<file path="config.mk">
export PLATFORM = sky130hd
export DESIGN_NAME = ppi_port_group
export DESIGN_NICKNAME = d
export VERILOG_FILES = /design/src/rtl/ppi_port_group.sv
export SDC_FILE = /design/constraint.sdc
export NUM_CORES = 1
export LEC_CHECK = 0
export BUFFER_PORTS_ARGS = -buffer_cell sky130_fd_sc_hd__clkbuf_2
export CAP_MARGIN = 25
export CORE_MARGIN = 3
export CORE_UTILIZATION = 49
export DETAILED_ROUTE_END_ITERATION = 10
export GPL_TIMING_DRIVEN = 0
export PLACE_DENSITY_LB_ADDON = 0.3
export SLEW_MARGIN = 5
export SYNTH_ARGS = -nofsm -noshare
export SYNTH_HDL_FRONTEND = slang
export SYNTH_SLANG_ARGS = --single-unit
</file>
<file path="constraint.sdc">
create_clock -name clk -period 2.25 [get_ports clk]
set_input_delay 0.3375 -clock clk [delete_from_list [all_inputs] [get_ports clk]]
set_output_delay 0.3375 -clock clk [all_outputs]
set_load 0.005 [all_outputs]
</file>
<file path="src/rtl/ppi_port_group.sv">
module ppi_port_group #(
  parameter int PW = 8
) (
  input  logic            clk,
  input  logic            rst_n,
  input  logic [1:0]      addr,
  input  logic            wr_en,
  input  logic            rd_en,
  input  logic [PW-1:0]   wdata,
  output logic [PW-1:0]   rdata,
  input  logic [3*PW-1:0] pin_in,
  output logic [3*PW-1:0] pin_out,
  output logic [3*PW-1:0] pin_oe
);
  localparam int HW = PW / 2;
  localparam int SW = $clog2(PW);

  logic [PW-1:0] lat_a, lat_b, lat_c;
  logic          in_a, in_b, in_ch, in_cl;
  logic [3*PW-1:0] lat_all, live;
  logic          ctl_wr;

  assign ctl_wr  = wr_en && addr == 2'd3;
  assign lat_all = {lat_c, lat_b, lat_a};
  assign pin_oe  = {{HW{~in_ch}}, {HW{~in_cl}}, {PW{~in_b}}, {PW{~in_a}}};
  assign pin_out = lat_all & pin_oe;
  assign live    = (lat_all & pin_oe) | (pin_in & ~pin_oe);

  always_ff @(posedge clk) begin
    if (!rst_n) begin
      lat_a <= '0;
      lat_b <= '0;
      lat_c <= '0;
      in_a  <= 1'b1;
      in_b  <= 1'b1;
      in_ch <= 1'b1;
      in_cl <= 1'b1;
    end else if (wr_en) begin
      case (addr)
        2'd0: lat_a <= wdata;
        2'd1: lat_b <= wdata;
        2'd2: lat_c <= wdata;
        default: begin
          if (wdata[PW-1]) begin
            in_a  <= wdata[4];
            in_b  <= wdata[1];
            in_ch <= wdata[3];
            in_cl <= wdata[0];
            lat_a <= '0;
            lat_b <= '0;
            lat_c <= '0;
          end else begin
            lat_c[wdata[SW:1]] <= wdata[0];
          end
        end
      endcase
    end
  end

  always_ff @(posedge clk) begin
    if (!rst_n) rdata <= '0;
    else if (rd_en) begin
      case (addr)
        2'd0: rdata <= live[PW-1:0];
        2'd1: rdata <= live[2*PW-1:PW];
        2'd2: rdata <= live[3*PW-1:2*PW];
        default: rdata <= '1;
      endcase
    end
  end

  AST_MODESET_CLEARS: assert property (@(posedge clk) disable iff (!rst_n)
    ctl_wr && wdata[PW-1] |=> pin_out == '0);
  AST_CTRL_READ: assert property (@(posedge clk) disable iff (!rst_n)
    rd_en && addr == 2'd3 |=> rdata == '1);
  AST_PORT_WR_KEEPS_DIR: assert property (@(posedge clk) disable iff (!rst_n)
    wr_en && addr != 2'd3 |=> $stable(pin_oe));
  AST_BITCMD_KEEPS_DIR: assert property (@(posedge clk) disable iff (!rst_n)
    ctl_wr && !wdata[PW-1] |=> $stable(pin_oe) && $stable(pin_out[2*PW-1:0]));
  AST_IDLE_HOLDS_OUT: assert property (@(posedge clk) disable iff (!rst_n)
    !wr_en |=> $stable(pin_out) && $stable(pin_oe));
  AST_IDLE_HOLDS_RDATA: assert property (@(posedge clk) disable iff (!rst_n)
    !rd_en |=> $stable(rdata));
  AST_NIBBLE_UNIFORM: assert property (@(posedge clk) disable iff (!rst_n)
    ($countones(pin_oe[3*PW-1:3*PW-HW]) == 0 || $countones(pin_oe[3*PW-1:3*PW-HW]) == HW) &&
    ($countones(pin_oe[2*PW+HW-1:2*PW]) == 0 || $countones(pin_oe[2*PW+HW-1:2*PW]) == HW));
endmodule

</file>
Yosys cells after proc, flatten, opt, wreduce, memory -nomap -nowiden
Index checks and enable logic that the tools add are counted.
W data, S select, Z words.
{"block": "op_classes", "n_reduce_logical": 12, "order_cmp": 2, "eq_ne": 2, "mux": 9, "n_bitwise": 12}
{"op": "$and A24 B24 Y24", "n": 2}
{"op": "$pmux W8 S2", "n": 3}
{"op": "$not A24 Y24", "n": 1}
{"op": "$or A24 B24 Y24", "n": 1}
{"op": "$pmux W8 S3", "n": 1}
{"op": "$mux W8", "n": 2}
{"op": "$reduce_and A3 Y1", "n": 3}
{"op": "$bwmux W8", "n": 1}
{"op": "$not A1 Y1", "n": 8}
{"op": "$reduce_or A2 Y1", "n": 3}
{"op": "$lt A3 B4 Y1 const B", "n": 1}
{"op": "$reduce_bool A2 Y1", "n": 2}
{"op": "$demux W1 S3", "n": 1}
{"op": "$ge A3 B1 Y1 const B", "n": 1}
{"op": "$reduce_or A3 Y1", "n": 1}
{"op": "$eq A2 B1 Y1 const B", "n": 1}
{"op": "$eq A2 B2 Y1 const B", "n": 1}
{"op": "$logic_not A2 Y1", "n": 1}
{"op": "$reduce_and A2 Y1", "n": 1}
{"op": "$logic_and A1 B1 Y1", "n": 1}
{"op": "$mux W1", "n": 1}
{"block": "totals", "elab_cells": 45, "input_bits": 38, "regBits": 36}

Logic depth before layout (Yosys ltp)
{"block": "logic_depth", "ltp_word": 7, "depth_mapped": 7, "ltp_nobuf": 5}

Worst setup path before layout
No wires, ideal clock.
{"block": "synth_path", "path_type": "input to register", "startpoint": "in addr[0]", "endpoint": "reg lat_c[4]", "arrival_time_ns": 1.587, "setup_time_ns": 0.070, "cell_stages": 6, "n_path_buf": 1, "slack_ns": 0.593, "required_ns": 2.180, "path_cell_list": "inv_1 > ha_1 > or3b_4 > buf_6 > a221oi_2 > a21boi_1"}
{"block": "synth_between", "elab_chain_len": 4}
{"item": "start, declared", "line": "6", "source": "input logic [1:0] addr,"}
{"item": "$eq A2 B1 Y1 or $logic_not A2 Y1 (tied branches)", "line": "39", "source": "case (addr)"}
{"item": "$reduce_or A2 Y1 (no line)"}
{"item": "$not A1 Y1 (no line)"}
{"item": "$reduce_and A2 Y1 (no line)"}
{"item": "end signal, assigned", "line": "42", "source": "2'd2: lat_c <= wdata;"}
{"item": "end signal, assigned by index", "line": "53", "source": "lat_c[wdata[SW:1]] <= wdata[0];"}
{"item": "end, declared", "line": "18", "source": "logic [PW-1:0] lat_a, lat_b, lat_c;"}
Parallel ways exist; a longest one is shown, timed or not.
A chain may end at the register's enable or synchronous reset.

Worst setup path after layout
{"block": "layout_path", "startpoint": "reg in_b", "endpoint": "out pin_oe[11]"}
{"block": "layout_between", "elab_chain_len": 1}
{"item": "start, declared", "line": "19", "source": "logic in_a, in_b, in_ch, in_cl;"}
{"item": "start signal, assigned", "line": "46", "source": "in_b <= wdata[1];"}
{"item": "$not A1 Y1", "line": "25", "source": "assign pin_oe = {{HW{~in_ch}}, {HW{~in_cl}}, {PW{~in_b}}, {PW{~in_a}}};"}
{"item": "end, declared", "line": "13", "source": "output logic [3*PW-1:0] pin_oe"}
Every way passes these cells.

==> impl_metrics.json <==
{
  "worstPathArrival_ns": 1.68,
  "status": "finished, final reports clean",
  "rows": 24,
  "h-tree-depth": 2,
  "via_per_inst": 5.599,
  "ff2ff_setup_slack_ns": 0.69,
  "reg2regPathDepth": 4,
  "clock_latency_ns": 0.29,
  "final-setup-viol-count": 0,
  "via_count": 2637,
  "m1WireLength_mm": 3.040,
  "routed_wl_mm": 7.311,
  "antenna_cells": 0,
  "wl_met3_um": 798,
  "r2r-end": "rdata[6]$_SDFFE_PN0P_",
  "grt_use_total_pct": 24.94,
  "grt_start_max_net_pins": 12,
  "numClockSinks": 36,
  "startpoint_type": "register",
  "finalSetupTns_ns": 0,
  "drt_iter0_markers": 277,
  "cts_tree": "done",
  "grt_antenna_before_repair": 0,
  "clk_path_buf_depth": 2,
  "first_global_vias": 2468,
  "port-buffer-count": 90,
  "die_y_um": 76.09,
  "io_pins": 94,
  "syn_avg_cell_area_um2": 7.816,
  "power.internal_uw": 1043,
  "clock_power_share_pct": 33.2,
  "reg2reg_from": "in_ch$_SDFFE_PN1P_",
  "min_path_cells": 3,
  "drc": 0,
  "whs_endpoint": "in_a$_SDFFE_PN1P_",
  "power_frac_comb_pct": 20.9,
  "async_reset_ff_share_pct": 0,
  "syn_to_final_growth_pct": 26.04,
  "sequentialPowerShare_pct": 45.9,
  "multi_input_area_um2": 1384,
  "maxCapViolCount": 0,
  "grt_overflow": 0,
  "synth_edf_count": 0,
  "clkTransAtPathRegs_ns": 0.08,
  "post-route-min-period_ns": 2.022,
  "top_layer_used": "met4",
  "place_hpwl_mm": 5.465,
  "path_max_fanout": 10,
  "hold_viol_final": 0,
  "syn_nets": 353,
  "hold_start": "wdata[4]",
  "yosys_most_used_dff": "dfxtp_1",
  "core_area_um2": 4534,
  "die_w_um": 76.09,
  "synth_warnings": 0,
  "max_freq_mhz": 494.5,
  "syn_inst": 308,
  "grt_setup_unrepaired": "no",
  "initial_core_util_pct": 53.09,
  "crit_path_end_kind": "output pin",
  "fill_cells": 392,
  "grt_pass1_wl_mm": 11.88,
  "p_total_uw": 1477,
  "mappedNetlistArea_um2": 2407,
  "peakVddDrop_v": 0.0004284,
  "wl_met2_mm": 3.314,
  "cts-root-buf": "clkbuf_8",
  "critPathRequiredTime_ns": 1.91,
  "holdCritPathClass": "in -> reg",
  "fp.dieArea_um2": 5790,
  "powerDensity_nw_per_um2": 486.9,
  "antenna_left": 0,
  "dp.cells": 463,
  "drive_gt1_share_pct": 33.99,
  "relSlewSlack_pct": 54.82,
  "gp_congestion": 0.9473,
  "slew_viol_final": 0,
  "critPathKind": "reg -> out",
  "yosysUniqueCellTypes": 45,
  "seqCellArea_um2": 720.7,
  "worstMarginPinSlew_ns": 0.6752,
  "wl_per_cell_um": 15.52,
  "p_sw_share_pct": 29.42,
  "final_nets": 450,
  "fin_crit_sh_pct": 89.88,
  "post_layout_nonfiller_instances": 471,
  "dr.pass1.iters": 5,
  "ys_seq_area_share_pct": 29.94,
  "cts_buffers": 5,
  "p_leak_uw": 0.001343,
  "clock_skew_ns": 0.002914,
  "yosys_register_bits": 36,
  "p_sw_uw": 434.6
}
## worst max-delay path, cell delays in order (launching register included)
cell	delay [ns]
dfxtp_1	0.54
clkbuf_1	0.38
inv_1	0.21
buf_4	0.18
clkbuf_2	0.10
## metrics by stage
step	hold slack [ns]	utilization, %	setup slack [ns]	cell area (um^2)
4_1_cts	0.3494	66.89	0.08820	3033
3_3_place_gp	0.4450	64.82	0.2809	2939
2_1_floorplan	0.4302	-	0.5926	2407
3_5_place_dp	0.4463	64.82	0.2411	2939
5_1_grt	0.3656	66.92	0.07238	3034
6_report	0.3489	66.92	0.2278	3034
## worst max path at each step
stage / from / slack (ns) / to
6_report: in_b$_SDFFE_PN1P_ / 0.23 / pin_oe[11]
2_1_floorplan: addr[0] / 0.59 / lat_c[4]$_SDFFE_PN0P_
3_3_place_gp: addr[0] / 0.28 / lat_c[7]$_SDFFE_PN0P_
4_1_cts: in_a$_SDFFE_PN1P_ / 0.09 / pin_oe[5]
3_5_place_dp: addr[0] / 0.24 / lat_c[7]$_SDFFE_PN0P_
5_1_grt: in_b$_SDFFE_PN1P_ / 0.07 / pin_oe[10]
## what timing repair did
action	4_1_cts	5_1_grt
resized for setup	0	2
setup endpoints to repair	0	7
setup buffers	0	0
hold buffers	0	0
## metal layers
metal	up-vias	GRT usage [%]
met5	-	0
met4	0	11.59
met3	15	5.556
met2	168	39.89
met1	1178	31.95
li1	1276	-
## state kept, by name (all words and copies together), names as in the netlist
register and flops:
in_ch 1, lat_a 8, in_cl 1, rdata 8, lat_b 8, lat_c 8
in_b 1, in_a 1
## logic make-up (layout without fill, tap and decap cells)
group / after synthesis / after routing / share of synthesized area, %
and+or+nand+nor: 94 / 94 / 24.07
muxes: 12 / 12 / 5.406
DFF: 36 / 36 / 29.94
buffers and inverters: 58 / 156 / 12.58
AOI/OAI and AO/OA: 101 / 101 / 24.38
adders and majority gates: 7 / 7 / 3.638
## layout make-up
cell class                      instances  area share, %
Timing Repair Buffer                   90          14.85
Multi-Input combinational cell        214          45.61
Clock inverter                          1         0.2474
Inverter                               13          1.608
Sequential cell                        36          23.75
Clock buffer                            7          2.845
Tap cell                               65          2.680
Buffer                                 45          8.412
## Yosys cell counts, types with 3 or more instances
cell	count	area [um^2]
nand2_1	7	26.28
or3b_2	3	26.28
buf_4	20	150.1
o211ai_1	5	37.54
a21boi_1	3	22.52
inv_1	13	48.80
and2_1	11	68.82
nor2_1	8	30.03
nand3_1	4	20.02
dfxtp_1	36	720.7
and2_0	5	31.28
nor2b_1	21	131.4
a21oi_1	32	160.2
clkbuf_1	20	75.07
o21ai_0	39	195.2
nor3_1	4	20.02
mux2i_1	4	40.04
ha_1	7	87.58
nand4_1	14	87.58
mux2_2	8	90.09
a31oi_1	9	56.30
## power groups by stage
| stage | clock (uW) | sequential, uW | combinational (uW) |
|---|---|---|---|
| CTS | 488 | 677 | 303 |
| global placement | 0 | 691 | 295 |
| floorplan | 0 | 690 | 187 |
| detailed placement | 0 | 692 | 301 |
| global route | 514 | 681 | 339 |
| finish | 491 | 678 | 309 |
## cell usage in the layout, fill, tap and decap left out, types with 2 or more instances in the layout
cell,count
nor2_1,8
buf_1,2
nand2b_1,2
a31oi_1,9
nand3b_1,2
nand3_1,4
dfxtp_1,36
nor3_1,4
nor2b_1,21
inv_1,13
and3b_1,2
a21boi_1,3
o21ai_1,2
o21ai_0,39
a221oi_2,2
and2_0,5
a221oi_1,2
or3b_2,3
clkbuf_8,6
buf_2,2
nand4_1,14
a21oi_1,32
mux2_2,8
nand2_1,7
o211ai_1,5
clkbuf_2,91
a22oi_1,2
and2_1,11
nor4b_1,2
ha_1,7
or2_2,2
buf_4,20
mux2i_1,4
clkbuf_1,20
(Power assumes the default switching activity.)
